File: config.mk
export PLATFORM = sky130hd
export DESIGN_NAME = ldld_order_queue
export DESIGN_NICKNAME = d
export VERILOG_FILES = /design/src/rtl/ldq_pkg.sv /design/src/rtl/ldq_age_cmp.sv /design/src/rtl/ldq_entry.sv /design/src/rtl/ldq_free_pick.sv /design/src/rtl/ldq_s3_stage.sv /design/src/rtl/ldld_order_queue.sv
export SDC_FILE = /design/constraint.sdc
export NUM_CORES = 1
export LEC_CHECK = 0
export BUFFER_PORTS_ARGS = -buffer_cell sky130_fd_sc_hd__buf_2
export CAP_MARGIN = 15
export CELL_PAD_IN_SITES_DETAIL_PLACEMENT = 1
export CELL_PAD_IN_SITES_GLOBAL_PLACEMENT = 1
export CORE_MARGIN = 5
export CORE_UTILIZATION = 55
export CTS_CLUSTER_SIZE = 20
export DETAILED_ROUTE_END_ITERATION = 6
export PLACE_DENSITY = 0.95
export REMOVE_ABC_BUFFERS = 1
export SETUP_SLACK_MARGIN = 0.4
export SLEW_MARGIN = 20
export SYNTH_ARGS = -nofsm -noshare
export SYNTH_HDL_FRONTEND = slang
export SYNTH_SLANG_ARGS = --single-unit
File: constraint.sdc
create_clock -name clk -period 4.4 [get_ports clk]
set_clock_uncertainty 0.1 [all_clocks]
set_input_delay 0.88 -clock clk [delete_from_list [all_inputs] [get_ports clk]]
set_output_delay 0.88 -clock clk [all_outputs]
set_load 0.05 [all_outputs]
File: src/rtl/ldq_pkg.sv
package ldq_pkg;

   // Per-slot action chosen each cycle
   typedef enum logic [1:0] {
      OP_HOLD = 2'd0,
      OP_FILL = 2'd1,
      OP_MARK = 2'd2,
      OP_DROP = 2'd3
   } slot_op_e;

   localparam int MIN_DEPTH = 2;
   localparam int MIN_IDX_W = 2;

endpackage

File: src/rtl/ldq_age_cmp.sv
// a_younger is 1 when age A is strictly younger than age B.
module ldq_age_cmp #(
   parameter int IDX_W = 6
) (
   input  logic [IDX_W-1:0] a_idx,
   input  logic             a_wrap,
   input  logic [IDX_W-1:0] b_idx,
   input  logic             b_wrap,
   output logic             a_younger
);

   always_comb begin
      if (a_wrap == b_wrap) a_younger = (a_idx > b_idx);
      else                  a_younger = (a_idx < b_idx);
   end

endmodule

File: src/rtl/ldq_entry.sv
module ldq_entry
   import ldq_pkg::*;
#(
   parameter int IDX_W  = 6,
   parameter int LINE_W = 26
) (
   input  logic              clk,
   input  logic              rst_n,
   input  logic              fill_en,
   input  logic [IDX_W-1:0]  fill_idx,
   input  logic              fill_wrap,
   input  logic [LINE_W-1:0] fill_line,
   input  logic              inv_valid,
   input  logic [LINE_W-1:0] inv_line,
   input  logic              commit_valid,
   input  logic [IDX_W-1:0]  commit_idx,
   input  logic              commit_wrap,
   input  logic              flush_valid,
   input  logic [IDX_W-1:0]  flush_idx,
   input  logic              flush_wrap,
   input  logic [IDX_W-1:0]  q_idx,
   input  logic              q_wrap,
   input  logic [LINE_W-1:0] q_line,
   output logic              busy,
   output logic              hit
);

   logic [IDX_W-1:0]  age_idx;
   logic              age_wrap;
   logic [LINE_W-1:0] line;
   logic              released;

   logic ent_younger_q;
   logic flush_younger_ent;
   logic ent_younger_commit;
   slot_op_e op;

   ldq_age_cmp #(.IDX_W(IDX_W)) u_vs_query (
      .a_idx(age_idx), .a_wrap(age_wrap),
      .b_idx(q_idx),   .b_wrap(q_wrap),
      .a_younger(ent_younger_q)
   );

   ldq_age_cmp #(.IDX_W(IDX_W)) u_vs_flush (
      .a_idx(flush_idx), .a_wrap(flush_wrap),
      .b_idx(age_idx),   .b_wrap(age_wrap),
      .a_younger(flush_younger_ent)
   );

   ldq_age_cmp #(.IDX_W(IDX_W)) u_vs_commit (
      .a_idx(age_idx),    .a_wrap(age_wrap),
      .b_idx(commit_idx), .b_wrap(commit_wrap),
      .a_younger(ent_younger_commit)
   );

   // Flush beats commit beats invalidate; an empty slot may only fill
   always_comb begin
      op = OP_HOLD;
      if (busy) begin
         if (flush_valid && !flush_younger_ent)        op = OP_DROP;
         else if (commit_valid && !ent_younger_commit) op = OP_DROP;
         else if (inv_valid && (inv_line == line))     op = OP_MARK;
      end else if (fill_en) begin
         op = OP_FILL;
      end
   end

   always_ff @(posedge clk or negedge rst_n) begin
      if (!rst_n) begin
         busy     <= 1'b0;
         released <= 1'b0;
         age_idx  <= '0;
         age_wrap <= 1'b0;
         line     <= '0;
      end else begin
         case (op)
            OP_DROP: begin
               busy     <= 1'b0;
               released <= 1'b0;
            end
            OP_MARK: released <= 1'b1;
            OP_FILL: begin
               busy     <= 1'b1;
               released <= 1'b0;
               age_idx  <= fill_idx;
               age_wrap <= fill_wrap;
               line     <= fill_line;
            end
            default: ;
         endcase
      end
   end

   assign hit = busy && released && (line == q_line) && ent_younger_q;

endmodule

File: src/rtl/ldq_free_pick.sv
// Grants the lowest-numbered empty slot.
module ldq_free_pick #(
   parameter int DEPTH = 8
) (
   input  logic [DEPTH-1:0] busy,
   output logic [DEPTH-1:0] grant,
   output logic             any_free
);

   always_comb begin
      logic found;
      found = 1'b0;
      for (int i = 0; i < DEPTH; i++) begin
         grant[i] = !busy[i] && !found;
         found    = found | !busy[i];
      end
      any_free = found;
   end

endmodule

File: src/rtl/ldq_s3_stage.sv
module ldq_s3_stage #(
   parameter int IDX_W = 6
) (
   input  logic             clk,
   input  logic             rst_n,
   input  logic             take,
   input  logic             viol_in,
   input  logic [IDX_W-1:0] age_idx_in,
   input  logic             age_wrap_in,
   output logic             s3_valid,
   output logic             s3_violation,
   output logic             redir_valid,
   output logic [IDX_W-1:0] redir_idx,
   output logic             redir_wrap
);

   logic viol_q;

   always_ff @(posedge clk or negedge rst_n) begin
      if (!rst_n) begin
         s3_valid   <= 1'b0;
         viol_q     <= 1'b0;
         redir_idx  <= '0;
         redir_wrap <= 1'b0;
      end else begin
         s3_valid <= take;
         if (take) begin
            viol_q     <= viol_in;
            redir_idx  <= age_idx_in;
            redir_wrap <= age_wrap_in;
         end
      end
   end

   assign s3_violation = s3_valid && viol_q;
   assign redir_valid  = s3_valid && viol_q;

endmodule

File: src/rtl/ldld_order_queue.sv
module ldld_order_queue
   import ldq_pkg::*;
#(
   parameter int DEPTH  = 8,
   parameter int IDX_W  = 6,
   parameter int LINE_W = 26
) (
   input  logic              clk,
   input  logic              rst_n,
   input  logic              s2_valid,
   input  logic [IDX_W-1:0]  s2_idx,
   input  logic              s2_wrap,
   input  logic [LINE_W-1:0] s2_line,
   output logic              s2_replay,
   input  logic              inv_valid,
   input  logic [LINE_W-1:0] inv_line,
   input  logic              commit_valid,
   input  logic [IDX_W-1:0]  commit_idx,
   input  logic              commit_wrap,
   input  logic              flush_valid,
   input  logic [IDX_W-1:0]  flush_idx,
   input  logic              flush_wrap,
   output logic              s3_valid,
   output logic              s3_violation,
   output logic              redir_valid,
   output logic [IDX_W-1:0]  redir_idx,
   output logic              redir_wrap
);

   // Elaboration-time parameter checks
   if (DEPTH < MIN_DEPTH) begin : g_bad_depth
      $error("ldld_order_queue: DEPTH below minimum");
   end
   if (IDX_W < MIN_IDX_W) begin : g_bad_idx
      $error("ldld_order_queue: IDX_W below minimum");
   end
   if (LINE_W < 1) begin : g_bad_line
      $error("ldld_order_queue: LINE_W must be positive");
   end

   logic [DEPTH-1:0] ent_busy;
   logic [DEPTH-1:0] ent_hit;
   logic [DEPTH-1:0] grant;
   logic [DEPTH-1:0] fill_en;
   logic             any_free;
   logic             flush_younger_s2;
   logic             s2_killed;
   logic             s2_accept;

   ldq_age_cmp #(.IDX_W(IDX_W)) u_s2_vs_flush (
      .a_idx(flush_idx), .a_wrap(flush_wrap),
      .b_idx(s2_idx),    .b_wrap(s2_wrap),
      .a_younger(flush_younger_s2)
   );

   ldq_free_pick #(.DEPTH(DEPTH)) u_pick (
      .busy(ent_busy),
      .grant(grant),
      .any_free(any_free)
   );

   assign s2_killed = flush_valid && !flush_younger_s2;
   assign s2_accept = s2_valid && any_free && !s2_killed;
   assign s2_replay = s2_valid && !any_free;
   assign fill_en   = grant & {DEPTH{s2_accept}};

   for (genvar g = 0; g < DEPTH; g++) begin : g_slot
      ldq_entry #(.IDX_W(IDX_W), .LINE_W(LINE_W)) u_entry (
         .clk(clk),
         .rst_n(rst_n),
         .fill_en(fill_en[g]),
         .fill_idx(s2_idx),
         .fill_wrap(s2_wrap),
         .fill_line(s2_line),
         .inv_valid(inv_valid),
         .inv_line(inv_line),
         .commit_valid(commit_valid),
         .commit_idx(commit_idx),
         .commit_wrap(commit_wrap),
         .flush_valid(flush_valid),
         .flush_idx(flush_idx),
         .flush_wrap(flush_wrap),
         .q_idx(s2_idx),
         .q_wrap(s2_wrap),
         .q_line(s2_line),
         .busy(ent_busy[g]),
         .hit(ent_hit[g])
      );
   end

   ldq_s3_stage #(.IDX_W(IDX_W)) u_s3 (
      .clk(clk),
      .rst_n(rst_n),
      .take(s2_accept),
      .viol_in(|ent_hit),
      .age_idx_in(s2_idx),
      .age_wrap_in(s2_wrap),
      .s3_valid(s3_valid),
      .s3_violation(s3_violation),
      .redir_valid(redir_valid),
      .redir_idx(redir_idx),
      .redir_wrap(redir_wrap)
   );

endmodule

==> results of run 1 <==
[cell usage after synthesis (8+ instances only)]
master	instances
dfrtp_1	289
xor2_1	247
xnor2_1	193
mux2_2	184
ha_1	150
inv_1	92
clkbuf_1	83
a21o_1	63
nor4_1	62
mux2i_1	47
nand3_1	43
nand4_1	41
mux2_1	24
a21oi_1	23
mux2_4	23
and4_1	20
buf_2	20
nor3_1	20
a221oi_1	18
a311oi_1	12
o21ai_0	11
a31oi_1	10
nand2_1	10
a41oi_1	8
[metrics by stage]
stage / worst slack, ns / setup TNS (ns)
floorplan: -0.407 / -17.17
global placement: 0.418 / 0
detailed placement: 0.397 / 0
CTS: 0.834 / 0
[per-layer routing]
layer | overflow | global-route usage
met1 | 0 | 0.738
met4 | 2 | 0.667
met3 | 0 | 0.725
met5 | 0 | 0.638
met2 | 7 | 0.862
[logic make-up after synthesis]
group,count (synthesis),share of synthesized area
xor+xnor,441,0.196
flops,289,0.367
mux,278,0.160
simple gates,219,0.0701
buf+inv,213,0.0449
compound gates,176,0.0666
fa+ha+maj,150,0.0952
==> impl_metrics.csv, run 1 <==
group,metric,value,unit
global_route,grt_max_degree,87,
placed_design,portBuffers,89,
placed_design,dpl.cell_count,2235,
clocking,cts_resized,0,
placed_design,hpwl,53200,µm
global_route,antenna_found_initial,26,
synthesis,syn_area,19700,µm²
clocking,cts_sinks,289,
synthesis,yosysUniqueCellTypes,52,
global_route,grt_overflow_total,9,
clocking,numCtsBuffers,31,
outcome,lastStage,"global routing",
clocking,ctsRootBufferMaster,"clkbuf_16",
synthesis,syn_inst,1766,
clocking,cts_buffer_depth,3,
synthesis,synth-edff-count,0,
synthesis,synth_top_cell_by_area,"dfrtp_1",
placed_design,globalplace.congestion,0.944,
clocking,postCtsSetupRepairBufs,0,
sta,postGrtWorstEndpoint,"g_slot[0].u_entry.busy$_DFFE_PN0P_/D",
synthesis,synth_warnings,0,
synthesis,synth_seq_cells,289,
floorplanning,die_y,199,µm
synthesis,syn_avg_cell_area,11.2,µm²
floorplanning,rows,69,
floorplanning,die_width,199,µm
synthesis,synth.area.top_cells,"dfrtp_1, xor2_1, mux2_2",
outcome,status,"stopped before the end",
synthesis,synthDominantCellAreaShare,0.367,
synthesis,yosysSeqAreaShare,0.367,
synthesis,ys_async_sr_fraction,1.00,
clocking,hold_buffers,0,
outcome,firstError,"[ERROR GRT-0232] Routing congestion too high. Check the congestion heatmap in the GUI.",
sta,endpoint_type,"register input",
floorplanning,io_pins,90,
floorplanning,start_util,0.556,
clocking,cts_max_level,1,
synthesis,synth_flop_cell,"dfrtp_1",
placed_design,placed_cell_area,20600,µm²
global_route,gr-usage-all-layers,0.758,
==> run 2, diff against run 1 <==
--- a/config.mk
+++ b/config.mk
@@ -7,15 +7,11 @@
 export LEC_CHECK = 0
 export BUFFER_PORTS_ARGS = -buffer_cell sky130_fd_sc_hd__buf_2
 export CAP_MARGIN = 15
-export CELL_PAD_IN_SITES_DETAIL_PLACEMENT = 1
-export CELL_PAD_IN_SITES_GLOBAL_PLACEMENT = 1
 export CORE_MARGIN = 5
-export CORE_UTILIZATION = 55
-export CTS_CLUSTER_SIZE = 20
+export CORE_UTILIZATION = 40
 export DETAILED_ROUTE_END_ITERATION = 6
-export PLACE_DENSITY = 0.95
+export PLACE_DENSITY_LB_ADDON = 0.15
 export REMOVE_ABC_BUFFERS = 1
-export SETUP_SLACK_MARGIN = 0.4
 export SLEW_MARGIN = 20
 export SYNTH_ARGS = -nofsm -noshare
 export SYNTH_HDL_FRONTEND = slang
==> impl_metrics.csv, run 2 <==
group,metric,value,unit
worst_setup_path,cp_max_fo,7,
worst_setup_path,max_stage_delay,0.61,ns
clocking,cts_buffer_depth,3,
worst_setup_path,timing.rr.start,"g_slot[2].u_entry.busy$_DFFE_PN0P_",
synthesis,yosysSeqAreaShare,0.367,
global_route,gr-usage-all-layers,0.241,
sta,period_minus_slack,3.39,ns
outcome,status,"complete, no violations",
clocking,cts_tree,"yes",
placed_design,hpwl,44000,µm
worst_setup_path,cp.arrival,2.41,ns
sta,maxSlewHeadroom,0.323,
clocking,postCtsSetupRepairBufs,0,
synthesis,synthTopCellsByCount,"dfrtp_1, xor2_1, xnor2_1",
synthesis,synth_seq_cells,289,
worst_setup_path,critPathKind,"flop to output pin",
synthesis,yosysUniqueCellTypes,52,
routing,vias,14000,
clocking,cts_sinks,289,
synthesis,synth.area.top_cells,"dfrtp_1, xor2_1, mux2_2",
finish,final_common_cell,"dfrtp_1",
finish,areaGrowthSynthToFinish,11.9,%
finish,mostFrequentLayoutCells,"dfrtp_1, xor2_1, xnor2_1, mux2_2, ha_1",
worst_setup_path,worstSetupStartpoint,"g_slot[2].u_entry.busy$_DFFE_PN0P_",
worst_setup_path,crit_path_end_kind,"output pin",
global_route,antenna_found_initial,0,
synthesis,syn_inst,1766,
routing,dr.pass1.iters,4,
pwr,power,10.1,mW
sta,tns,0,ns
synthesis,ys_async_sr_fraction,1.00,
worst_hold_path,hold_path_class,"input port to asynchronous set/reset pin",
routing,via_per_inst,5.56,
finish,post-route-util,0.452,
pwr,p_leak,10.4,nW
worst_setup_path,r2r_cells,9,
floorplanning,rows,81,
floorplanning,die_y,232,µm
synthesis,synth_flop_cell,"dfrtp_1",
worst_setup_path,crit_slowest_cell,"dfrtp_1",
worst_setup_path,cp_common_cell,"nor2_1",
global_route,grt_pass1_wl,95800,µm
clocking,numCtsBuffers,36,
floorplanning,start_util,0.404,
global_route,grt_overflow_total,0,
placed_design,portBuffers,89,
finish,regMostFlops,"g_slot.u_entry.line",
sta,hold_viol,0,
finish,fin_area,22100,µm²
clocking,path_clk_slew,0.06,ns
clocking,cts_max_level,2,
routing,ant_nets,0,
finish,fill_cells,4656,
synthesis,synth_top_cell_by_area,"dfrtp_1",
sta,drv_slew,0,
run,maxCapViolations,0,
synthesis,post-synth-top-count-cell,"dfrtp_1",
worst_setup_path,crit_end,"s2_replay",
routing,detail_route.wl_per_cell,26.0,µm
clocking,hold_buffers,0,
floorplanning,core_area,48800,µm²
sta,setup-violations-final,0,
worst_setup_path,crit_required,3.42,ns
sta,max_freq,295,MHz
finish,drive_gt1_frac,0.221,
pwr,power_density,460,nW/µm²
floorplanning,io_pins,90,
synthesis,synthDominantCellAreaShare,0.367,
routing,remaining_drc_errors,0,
finish,largest_reg_flops,208,
finish,seq_area,7230,µm²
finish,multi_input_area,11600,µm²
finish,top_regs,"g_slot.u_entry.line: 208 flops, g_slot.u_entry.age_idx: 48 flops",
sta,grt_setup_unrepaired,"no",
worst_setup_path,cp_cell_sequence,"nand4_2, nor2_1, nand4_1, nor2_1, buf_2",
pwr,peakVddDrop,262,µV
worst_setup_path,r2r-end,"g_slot[6].u_entry.line[2]$_DFFE_PN0N_",
routing,wl,65300,µm
finish,final_nets,2046,
synthesis,synth-edff-count,0,
global_route,grt_max_degree,86,
global_route,grt_pass1_vias,14300,
clocking,clkLatencyLatePin,0.56,ns
floorplanning,die_area,53800,µm²
placed_design,placed_cell_area,20900,µm²
placed_design,globalplace.congestion,0.877,
sta,timing.final.crit_share,0.770,
clocking,cts_resized,0,
sta,tightest_slew,1.01,ns
synthesis,synth_warnings,0,
synthesis,syn_avg_cell_area,11.2,µm²
floorplanning,die_width,232,µm
clocking,ctsRootBufferMaster,"clkbuf_16",
synthesis,syn_area,19700,µm²
routing,drtIter0Drc,1010,
worst_setup_path,regToRegSetupSlack,1.36,ns
worst_setup_path,worstSetupStartpointType,"flop",
-- run 2: cell type report --
cell class | count | area share
timing repair buffer | 129 | 0.0382
tap | 664 | 0.0376
inverter | 97 | 0.0165
sequential | 289 | 0.328
multi-input combinational | 1264 | 0.526
antenna | 1 | 0.000113
clock inverter | 11 | 0.00420
clock buffer | 55 | 0.0495
-- run 2: how the worst min path moves through the flow --
stage | start | to | slack (ns)
global placement | u_s3.redir_idx[3]$_DFFE_PN0P_ | u_s3.redir_idx[3]$_DFFE_PN0P_ | 0.38
floorplan | g_slot[0].u_entry.released$_DFFE_PN0P_ | g_slot[0].u_entry.released$_DFFE_PN0P_ | 0.38
finish | rst_n | g_slot[7].u_entry.line[6]$_DFFE_PN0N_ | 0.19
global route | rst_n | g_slot[6].u_entry.line[14]$_DFFE_PN0N_ | 0.21
detailed placement | u_s3.redir_idx[3]$_DFFE_PN0P_ | u_s3.redir_idx[3]$_DFFE_PN0P_ | 0.38
CTS | rst_n | g_slot[6].u_entry.line[14]$_DFFE_PN0N_ | 0.19
-- run 2: layer usage --
| metal | vias up | wire [µm] | GRT usage |
|---|---|---|---|
| li1 | 6333 | - | - |
| met1 | 7080 | 30000 | 0.345 |
| met2 | 446 | 28100 | 0.364 |
| met3 | 97 | 5150 | 0.0598 |
| met4 | 0 | 2010 | 0.0720 |
| met5 | - | 0 | 0 |
-- run 2: logic make-up (layout without fill, tap and decap cells) --
group	count (synthesis)	count (layout)	share of synthesized area
AO/OA/AOI/OAI	176	176	0.0666
XOR/XNOR	441	441	0.196
adder cells (fa/ha/maj)	150	150	0.0952
buffers and inverters	213	292	0.0449
flip-flops	289	289	0.367
multiplexers	278	278	0.160
other	0	1	0
AND/OR/NAND/NOR	219	219	0.0701
-- run 2: stage by stage --
stage	setup WS (ns)	cells	hold slack, ns
2_1_floorplan	-0.407	1650	0.382
5_1_grt	0.897	2509	0.208
3_3_place_gp	0.790	2443	0.378
4_1_cts	0.962	2509	0.186
6_report	1.01	2510	0.188
3_5_place_dp	0.748	2443	0.382
-- run 2: worst max-delay path: cells and delay by family, from the launching register on --
kind / cells / cell delay (ns)
simple gates: 4 / 0.96
flops: 1 / 0.61
buf+inv: 1 / 0.28
-- run 2: power by group --
group          internal (mW)  switching (mW)  total, mW  leakage (nW)
Combinational           1.60            1.61       3.21          6.15
Sequential              3.25           0.686       3.94          3.67
Clock                   1.78            1.22       2.99         0.584
No activity file was read; power rests on OpenSTA's default activity.
==> run 3, diff against run 2 <==
--- a/config.mk
+++ b/config.mk
@@ -5,6 +5,7 @@
 export SDC_FILE = /design/constraint.sdc
 export NUM_CORES = 1
 export LEC_CHECK = 0
+export ABC_AREA = 1
 export BUFFER_PORTS_ARGS = -buffer_cell sky130_fd_sc_hd__buf_2
 export CAP_MARGIN = 15
 export CORE_MARGIN = 5
==> constraint.sdc (replaced) <==
create_clock -name clk -period 3.1 [get_ports clk]
set_clock_uncertainty 0.1 [all_clocks]
set_input_delay 0.62 -clock clk [delete_from_list [all_inputs] [get_ports clk]]
set_output_delay 0.62 -clock clk [all_outputs]
set_load 0.05 [all_outputs]
==> impl_metrics.csv, run 3 <==
group,metric,value,unit
clocking,cts_max_level,2,
pwr,power_frac_comb,0.306,
floorplanning,io_pins,90,
sta,period_minus_slack,2.80,ns
sta,tightest_slew,0.725,ns
finish,areaGrowthSynthToFinish,17.0,%
worst_setup_path,crit_path_end_kind,"output pin",
routing,ant_nets,0,
routing,wl,94400,µm
floorplanning,core_area,51000,µm²
synthesis,yosysSeqAreaShare,0.353,
synthesis,synth_flop_cell,"dfrtp_1",
synthesis,yosysUniqueCellTypes,43,
floorplanning,rows,83,
finish,fin_area,24000,µm²
clocking,numCtsBuffers,39,
sta,maxSlewHeadroom,0.516,
worst_setup_path,max_stage_delay,0.49,ns
pwr,switching_power,5.80,mW
pwr,power_density,634,nW/µm²
placed_design,portBuffers,89,
worst_hold_path,hold_path_class,"input port to flop",
sta,setup-violations-final,0,
routing,remaining_drc_errors,0,
clocking,path_clk_slew,0.06,ns
clocking,cts_buffer_depth,3,
pwr,clkPwrFrac,0.327,
synthesis,synth-edff-count,0,
pwr,p_leak,11.6,nW
synthesis,syn_avg_cell_area,7.12,µm²
finish,post-route-util,0.470,
global_route,grt_pass1_wl,138000,µm
sta,timing.final.crit_share,0.902,
synthesis,ys_async_sr_fraction,1.00,
global_route,grt_max_degree,69,
global_route,grt_pass1_vias,20200,
pwr,swShare,0.382,
worst_setup_path,crit_family,"simple AND/OR/NAND/NOR gates",
synthesis,synthTopCellsByCount,"nand2_1, o21ai_0, dfrtp_1, inv_1, nor2_1",
routing,dr.pass1.iters,6,
global_route,gr-usage-all-layers,0.331,
synthesis,synth_seq_cells,289,
sta,max_freq,358,MHz
worst_setup_path,crit_required,2.38,ns
routing,detail_route.wl_per_cell,25.3,µm
worst_setup_path,critPathKind,"flop to output pin",
finish,final_nets,3254,
synthesis,synthDominantCellAreaShare,0.353,
finish,largest_reg_flops,208,
worst_setup_path,cp_cell_sequence,"nand4_2, nor3_4, nand3_2, nor2_1, buf_2",
sta,hold_viol,0,
floorplanning,start_util,0.402,
finish,regMostFlops,"g_slot.u_entry.line",
pwr,seq_power_share,0.367,
worst_setup_path,cp.arrival,2.08,ns
placed_design,globalplace.congestion,1.01,
routing,via_per_inst,5.58,
clocking,clkLatencyLatePin,0.58,ns
synthesis,post-synth-top-count-cell,"nand2_1",
sta,drv_slew,0,
floorplanning,die_y,236,µm
finish,drive_gt1_frac,0.108,
synthesis,syn_inst,2876,
placed_design,hpwl,69000,µm
finish,top_regs,"g_slot.u_entry.line: 208 flops, g_slot.u_entry.age_idx: 48 flops",
sta,hold_ws,0.370,ns
clocking,cts_sinks,289,
pwr,peakVddDrop,369,µV
placed_design,dp_slack,0.294,ns
global_route,antenna_found_initial,2,
floorplanning,die_width,236,µm
worst_setup_path,worstSetupStartpointType,"flop",
worst_setup_path,cp_max_fo,6,
placed_design,placed_cell_area,22500,µm²
synthesis,syn_area,20500,µm²
global_route,grt_overflow_total,0,
clocking,cts_tree,"yes",
worst_setup_path,crit_slowest_cell,"dfrtp_1",
routing,vias,20800,
synthesis,synth_top_cell_by_area,"dfrtp_1",
worst_setup_path,cp_num_buf_inv,1,
routing,drtIter0Drc,2474,
finish,mostFrequentLayoutCells,"nand2_1, o21ai_0, inv_1, dfrtp_1, nor2_1",
synthesis,synth.area.top_cells,"dfrtp_1, nand2_1, ha_1",
sta,grt_setup_unrepaired,"no",
sta,layout_setup_ws,0.303,ns
clocking,ctsRootBufferMaster,"clkbuf_16",
pwr,p_int,9.38,mW
synthesis,synth_warnings,0,
finish,final_common_cell,"nand2_1",
outcome,status,"complete, no violations",
clocking,postCtsSetupRepairBufs,0,
floorplanning,die_area,55800,µm²
run,maxCapViolations,0,
[run 3: layer usage]
| metal | wire [µm] | track usage |
|---|---|---|
| met5 | 0 | 0 |
| met1 | 38500 | 0.441 |
| met2 | 41000 | 0.514 |
| met3 | 9400 | 0.0731 |
| met4 | 5470 | 0.159 |
[run 3: worst reg2reg max path, delay by kind of cell (launching register included)]
kind | cells | cell delay, ns
AND/OR/NAND/NOR | 6 | 1.02
AO/OA/AOI/OAI | 1 | 0.18
buffers and inverters | 1 | 0.27
flip-flops | 1 | 0.49
[run 3: path summary, 6_finish.rpt]
| check | from | end | slack, ns | depth (start not counted) |
|---|---|---|---|---|
| worst min-delay path | s2_wrap | g_slot[6].u_entry.age_wrap$_DFFE_PN0N_ | 0.37 | 3 |
| min in group asynchronous | rst_n | g_slot[0].u_entry.line[23]$_DFFE_PN0P_ | 0.49 | 2 |
| worst min register to register | g_slot[7].u_entry.released$_DFFE_PN0P_ | g_slot[7].u_entry.released$_DFFE_PN0P_ | 0.39 | 2 |
| worst max-delay path | g_slot[3].u_entry.busy$_DFFE_PN0P_ | s2_replay | 0.30 | 5 |
| max in group asynchronous | rst_n | g_slot[1].u_entry.line[20]$_DFFE_PN0N_ | 1.62 | 3 |
| worst max register to register | g_slot[3].u_entry.busy$_DFFE_PN0P_ | g_slot[6].u_entry.line[15]$_DFFE_PN0N_ | 0.92 | 8 |
[run 3: timing repair]
item                                   CTS  global route
gates resized for setup                  0             0
hold buffers                             1             0
endpoints found under the hold margin   47             0
[run 3: area by class of cell]
cell class | count | area (µm²)
clock buffers | 54 | 1150
inverters | 305 | 1150
fillers | 5186 | 27000
multi-input cells | 2147 | 11400
clock inverters | 16 | 245
flip-flops and latches | 289 | 7230
repair buffers | 243 | 1890
diodes | 1 | 2.50
well taps | 680 | 851
[run 3: power by group through the flow]
| stage | clock network, mW | registers (mW) | logic, mW |
|---|---|---|---|
| 6_report | 4.96 | 5.57 | 4.64 |
| 5_1_grt | 5.16 | 5.67 | 5.20 |
| 4_1_cts | 5.03 | 5.54 | 4.58 |
| 3_5_place_dp | 0 | 5.60 | 4.56 |
| 3_3_place_gp | 0 | 5.59 | 4.45 |
| 2_1_floorplan | 0 | 5.29 | 2.91 |
[run 3: cell families after synthesis]
group,synth area share
AND/OR/NAND/NOR,0.254
flip-flops,0.353
XOR/XNOR,0.0616
AO/OA/AOI/OAI,0.152
buffers and inverters,0.0883
adder cells (fa/ha/maj),0.0917
[run 3: through the flow]
stage          TNS (ns)  power, mW  instances
2_1_floorplan    -17.69       8.19       2741
3_3_place_gp          0       10.0       3663
3_5_place_dp          0       10.2       3663
4_1_cts               0       15.1       3734
5_1_grt               0       16.0       3734
6_report              0       15.2       3735
